**config.mk**
```make
export PLATFORM = sky130hd
export DESIGN_NAME = boot_seq
export DESIGN_NICKNAME = d
export VERILOG_FILES = /design/src/rtl/boot_seq.sv
export SDC_FILE = /design/constraint.sdc
export NUM_CORES = 1
export LEC_CHECK = 0
export BUFFER_PORTS_ARGS = -buffer_cell sky130_fd_sc_hd__buf_2
export CAP_MARGIN = 15
export CORE_UTILIZATION = 32
export CTS_CLUSTER_SIZE = 12
export DETAILED_ROUTE_END_ITERATION = 8
export GPL_TIMING_DRIVEN = 0
export PLACE_DENSITY_LB_ADDON = 0.15
export SYNTH_ARGS = -nofsm -noshare
export SYNTH_HDL_FRONTEND = slang
export SYNTH_SLANG_ARGS = --single-unit
```
**constraint.sdc**
```tcl
create_clock -name clk -period 3.3 [get_ports clk]
set_input_delay 0.66 -clock clk [delete_from_list [all_inputs] [get_ports clk]]
set_output_delay 0.66 -clock clk [all_outputs]
set_load 0.005 [all_outputs]
```
**src/rtl/boot_seq.sv**
```systemverilog
module boot_seq #(
  parameter int         REG_CNT    = 16,
  parameter int         INIT_CNT   = 4,
  parameter int         FLAG_IDX   = 2,
  parameter int         FLAG_BIT   = 7,
  parameter int         OE_IDX     = 4,
  parameter int         GPIO_IDX   = 5,
  parameter int         INT_IDX    = 6,
  parameter int         N_OUT      = 8,
  parameter int         N_GPIO     = 8,
  parameter logic [6:0] EE_DEV     = 7'h50,
  parameter int         EE_TIMEOUT = 64,
  parameter int         RST_FILT   = 2,
  parameter logic [7:0] OTP_SEED   = 8'h60,
  localparam int        AW = $clog2(REG_CNT),
  localparam int        TW = $clog2(EE_TIMEOUT + 1),
  localparam int        FW = $clog2(RST_FILT + 1)
) (
  input  logic              clk,
  input  logic              por,
  input  logic              ext_rst_n,
  input  logic              spi_mode,
  output logic              ee_req,
  output logic [6:0]        ee_dev,
  output logic [AW-1:0]     ee_addr,
  input  logic              ee_ack,
  input  logic              ee_nack,
  input  logic [7:0]        ee_rdata,
  input  logic              host_req,
  input  logic              host_we,
  input  logic [AW-1:0]     host_addr,
  input  logic [7:0]        host_wdata,
  output logic              host_ack,
  output logic [7:0]        host_rdata,
  output logic [N_OUT-1:0]  clk_oe,
  output logic [N_GPIO-1:0] gpio_oe,
  output logic              irq_n,
  output logic              boot_err,
  output logic              boot_done,
  output logic              pll_start
);

  typedef enum logic [2:0] {S_RST, S_INIT, S_PICK, S_REST, S_EE, S_DONE, S_RUN} st_t;

  st_t           state;
  logic [AW-1:0] idx;
  logic [TW-1:0] tmr;
  logic [FW-1:0] lo_cnt;
  logic          err;
  logic          rst;
  logic [7:0]    regs [REG_CNT];

  function automatic logic [7:0] otp_byte(input logic [AW-1:0] a);
    logic [15:0] p;
    p = 16'(a) * 16'd29;
    return p[7:0] + OTP_SEED;
  endfunction

  always_ff @(posedge clk) begin
    if (por)
      lo_cnt <= ext_rst_n ? '0 : FW'(RST_FILT);
    else if (ext_rst_n)
      lo_cnt <= '0;
    else if (lo_cnt != FW'(RST_FILT))
      lo_cnt <= lo_cnt + 1'b1;
  end

  assign rst = por | (lo_cnt == FW'(RST_FILT));

  wire last_idx = (idx == AW'(REG_CNT - 1));
  wire tmo      = (tmr == TW'(EE_TIMEOUT - 1));

  always_ff @(posedge clk) begin
    if (rst) begin
      state      <= S_RST;
      idx        <= '0;
      tmr        <= '0;
      err        <= 1'b0;
      host_ack   <= 1'b0;
      host_rdata <= '0;
      for (int i = 0; i < REG_CNT; i++) regs[i] <= '0;
    end else begin
      host_ack <= 1'b0;
      case (state)
        S_RST: begin
          idx   <= '0;
          state <= S_INIT;
        end
        S_INIT: begin
          regs[idx] <= otp_byte(idx);
          if (idx == AW'(INIT_CNT - 1)) state <= S_PICK;
          else idx <= idx + 1'b1;
        end
        S_PICK: begin
          idx   <= AW'(INIT_CNT);
          tmr   <= '0;
          state <= (regs[FLAG_IDX][FLAG_BIT] && !spi_mode) ? S_EE : S_REST;
        end
        S_REST: begin
          regs[idx] <= otp_byte(idx);
          if (last_idx) state <= S_DONE;
          else idx <= idx + 1'b1;
        end
        S_EE: begin
          if (ee_ack) begin
            regs[idx] <= ee_rdata;
            tmr       <= '0;
            if (last_idx) state <= S_DONE;
            else idx <= idx + 1'b1;
          end else if (ee_nack || tmo) begin
            err   <= 1'b1;
            idx   <= AW'(INIT_CNT);
            state <= S_REST;
          end else begin
            tmr <= tmr + 1'b1;
          end
        end
        S_DONE: state <= S_RUN;
        S_RUN: begin
          host_ack <= host_req;
          if (host_req) begin
            host_rdata <= regs[host_addr];
            if (host_we) regs[host_addr] <= host_wdata;
          end
        end
        default: state <= S_RST;
      endcase
    end
  end

  assign ee_req    = (state == S_EE);
  assign ee_addr   = idx;
  assign ee_dev    = EE_DEV;
  assign pll_start = (state == S_RUN);
  assign boot_done = (state == S_DONE);
  assign boot_err  = err;
  assign clk_oe    = pll_start ? regs[OE_IDX][N_OUT-1:0]    : '0;
  assign gpio_oe   = pll_start ? regs[GPIO_IDX][N_GPIO-1:0] : '0;
  assign irq_n     = !(err && regs[INT_IDX][0]);

endmodule

```
Word-level counts from Yosys, hierarchy flattened --
Memories as Yosys holds them, arrays and structs flattened. A register that Yosys moved wholly into a read port is not among the register bits. Index checks and enable logic that the tools add are counted.
Storage, ports and cells: register bits 18, input bits 28, output and inout bits 41, bits in writable memories 128, memories 1, word-level logic and storage cells 94
Memories:
- regs | words 16, width 8, rd ports 5, clocked after memory_dff 1, wr ports 16, RTL line 51 | logic [7:0] regs [REG_CNT];
Operators by class: equality and inequality tests 15, multiplexer cells 45, bitwise operators 5, $mul 1, $add $sub $neg 4, reduce and logical (&&, ||, !) cells 17
Operators with widths (number):
- 8-bit two-way mux | 6
- 4-bit two-way mux | 6
- 3-bit case mux with 7 select lines | 1
- 4-bit case mux with 5 select lines | 1
- 1-bit two-way mux | 19
- 8-bit OR reduction | 2
- 3-bit two-way mux | 5
- 7-bit two-way mux | 2
- 7-bit case mux with 2 select lines | 1
- 3-bit == test, second input constant | 3
- 3-bit AND reduction | 3
- 8-bit by 7-bit adder with 8-bit output, second input constant | 1
- 4-bit by 5-bit multiplier with 8-bit output, second input constant | 1
- 2-bit two-way mux | 4
- 7-bit by 1-bit adder with 7-bit output, second input constant | 1
- 7-bit by 6-bit == test with 1-bit output, second input constant | 1
- 3-bit by 2-bit == test with 1-bit output, second input constant | 2
- 2-bit != test, second input constant | 3
- 5-bit nonzero test | 1
- 4-bit by 1-bit adder with 4-bit output, second input constant | 1
- 4-bit by 2-bit == test with 1-bit output, second input constant | 1
- 4-bit == test, second input constant | 1
- 2-bit AND reduction | 2
- 3-bit by 1-bit == test with 1-bit output, second input constant | 1
- other kinds (13) | 18

Depth between registers and ports, before layout --
word-level depth 9, depth in mapped cells 11, mapped depth without buffers 11

Worst setup path after synthesis --
Ideal clock, no wire load.
path kind register to register, from register idx[2] (netlist: ee_addr[2]), to memory regs[0][5], data pin, data required time 3015 ps, buffers on the path 0, slack 77 ps, period minus slack after synthesis 3223 ps, setup time 285 ps, cell stages (with the launch flop) 11, arrival 2938 ps, cell sequence dfxtp_1 > inv_1 > ha_1 > inv_1 > fa_1 > ha_1 > inv_1 > fa_1 > a21oi_1 > o31ai_1 > nor3_1
RTL lines:
- from (decl) | RTL line 46 | logic [AW-1:0] idx;
- from (signal assigned) | RTL line 92 | else idx <= idx + 1'b1;
- from (signal assigned) | RTL line 95 | idx <= AW'(INIT_CNT);
- from (signal assigned) | RTL line 102 | else idx <= idx + 1'b1;
- to (decl) | RTL line 51

==> out/results.txt <==
Fmax: 0.315 GHz
GPL Wtd Cong: 0.845
Sequential share of power: 0.491
Worst Path Arrival: 3.36 ns
Setup CP Type: register to register
Crit start category: register
Clock Latency Late Sink: 0.44 ns
Commonest non-fill, non-tap cell in the layout: edfxtp_1
Synth Register Bits: 154
Ratio of cells with drive above 1 in the final layout: 0.264
Net Sw Frac: 0.270
Fin. max-slew vios: 0
Design area: 9720 um2
CTS Sinks: 154
Final Hold Vio Count: 0
Ys async rst share: 0
Routed vias/inst: 5.50
Setup WS post-layout: 0.129 ns
FP Rows: 58
Drt first pass iters: 5
Placed Cells: 1064
Psw: 1270 uW
Setup TNS: 0 ns
Cell Area, Placed: 8990 um2
Layout Nets: 820
Leakage: 0.00364 uW
Hold_buf cts: 0
DRC viols: 0
Dpl ws: -0.741 ns
Fin cells: 1115
Synthesized area per cell: 12.4 um2
Clock tree buffer depth: 2
Drt initial violations: 606
Detail Route Antenna Nets: 0
Number of synthesized flops with an enable pin: 130
First-pass GRT wire length: 37.7 mm
Worst Skew: 0.0121 ns
GRT Resource Usage Total: 0.199
Die X: 162 um
Logic pwr share: 0.135
Die height: 162 um
Final setup fails: 0
Area Overhead vs Synth: 18.6%
Worst slew pin tran: 1.22 ns
GRT overflow: 0
Min Tclk post-route: 3.17 ns
Clk slew on worst S/H paths: 0.07 ns
CTS root buf: clkbuf_16
Via count: 6136
Power per cell area: 485 nW/um2
Port bufs: 59
Drt wl/cell: 22.6 um
Top Ports: 69
Register area share after synthesis: 0.535
Cts bufs inserted: 17
Synth Cell Area: 8190 um2
Vias in the first global route: 6117
Final cycle utilization of the critical path: 0.961
Post-Syn Instances: 660
Initial Util: 0.326
Total core area: 25100 um2
Status: complete, no violations
Crit Path Max Fanout: 8
Main synth FF type: edfxtp_1
Max IR drop VDD: 0.278 mV
CTS tree: built
CP Capture Type: register
Distinct cells, synth: 68
Total Wirelength: 25.2 mm
CTS HTree Levels: 4
Die Area: 26200 um2
Hold WC Path Type: register to register
Most frequent cells in the layout: edfxtp_1 (130), and2_1 (79), buf_2 (74)
Slew Limit Headroom: 0.182
Antenna violations before repair: 1
Pin count of the biggest net entering global routing: 17
Internal Power: 3440 uW
Total power: 4710 uW
RSZ-0062 raised after global routing: false
Ant diodes: 0
Clock share of power: 0.374
Max cap viols: 0
Yosys warning total: 0
Dpl hpwl: 18.1 mm
Data required time of the worst path: 3.49 ns
[metal layers]
metal,track usage,vias up,part of all wire
met5,0,-,0.00048
met4,0.0708,2,0.023
met3,0.0419,32,0.056
met2,0.317,228,0.46
met1,0.269,3085,0.46
li1,-,2789,-
[layout make-up]
cell class	count	area [um2]
Fill cell	2491	15400
Sequential cell	154	4390
Multi-Input combinational cell	440	3560
Timing Repair Buffer	88	503
Clock buffer	20	437
Tap cell	330	413
Buffer	57	277
Clock inverter	12	76.3
Inverter	14	52.6
[synthesized netlist by cell type (3+ instances only)]
master | instances | area [um2]
edfxtp_1 | 130 | 3900
and2_1 | 79 | 494
nor3_1 | 66 | 330
mux4_2 | 32 | 721
clkbuf_1 | 31 | 116
dfxtp_1 | 24 | 480
o21ai_0 | 22 | 110
ha_1 | 17 | 213
mux2i_1 | 17 | 170
nand2_1 | 16 | 60.1
nand3_1 | 15 | 75.1
a21oi_1 | 14 | 70.1
a31o_2 | 14 | 123
inv_1 | 14 | 52.6
buf_2 | 12 | 60.1
buf_4 | 11 | 82.6
nand2b_1 | 11 | 68.8
o211ai_1 | 11 | 82.6
o22ai_1 | 11 | 68.8
a211oi_1 | 9 | 67.6
a21boi_0 | 8 | 60.1
a222oi_1 | 8 | 80.1
a31oi_1 | 8 | 50.1
nor2_1 | 8 | 30.0
nor2b_1 | 4 | 25.0
nor3b_1 | 4 | 30.0
buf_1 | 3 | 11.3
fa_1 | 3 | 60.1
nand4b_1 | 3 | 26.3
o211a_1 | 3 | 30.0
o31ai_1 | 3 | 22.5
or3_1 | 3 | 18.8
[kinds of logic (layout without fill, tap and decap cells)]
logic type,after synthesis,count (layout),synth area share
muxes,49,49,0.109
and+or+nand+nor,228,228,0.163
adders and majority gates,20,20,0.0333
other,2,7,0.000917
xor gates and xnor gates,2,2,0.00214
AOI/OAI and AO/OA,134,134,0.117
buffers and inverters,71,191,0.0394
DFF,154,154,0.535
[worst paths after layout]
kind         startpoint          to  slack [ns]  cells after the start
min reg2reg      tmr[6]      tmr[6]        0.44                      2
max reg2reg  ee_addr[3]  regs[4][6]        0.13                     11
min              tmr[6]      tmr[6]        0.44                      2
max          ee_addr[3]  regs[4][6]        0.13                     11
[worst max-delay path: stages, from the launching register on]
cell and delay [ns]:
dfxtp_2 0.40, inv_1 0.11, ha_1 0.29, inv_1 0.05, fa_1 0.44, ha_1 0.32
inv_1 0.06, fa_1 0.43, xnor2_1 0.13, o21ai_1 0.23, a31oi_4 0.22, and2_1 0.23
[stage by stage]
stage,utilization,hold slack (ns)
after global placement,0.355,0.425
after detailed placement,0.358,0.424
after global routing,0.387,0.464
after floorplan,-,0.407
final,0.387,0.437
after CTS,0.384,0.438
[flip-flops by register name (all words and copies together) (netlist names)]
signal / cells
state: 3
tmr: 7
host_ack: 1
boot_err: 1
host_rdata: 8
ee_addr: 4
regs: 128
lo_cnt: 2
[what timing repair did]
| action | in CTS | in global routing |
|---|---|---|
| cloned | 0 | 0 |
| setup buffers | 16 | 3 |
| pin swaps | 10 | 2 |
| endpoints found under the setup margin | 145 | 75 |
| resized for setup | 15 | 13 |
[power groups by stage]
stage               Sequential [uW]  Clock, uW  Combinational (uW)
detailed placement             2360          0                 615
global placement               2350          0                 593
finish                         2310       1760                 638
CTS                            2310       1780                 628
global route                   2330       1860                 679
floorplan                      2330          0                 370
Note: power is estimated with default switching activity, not from simulation.
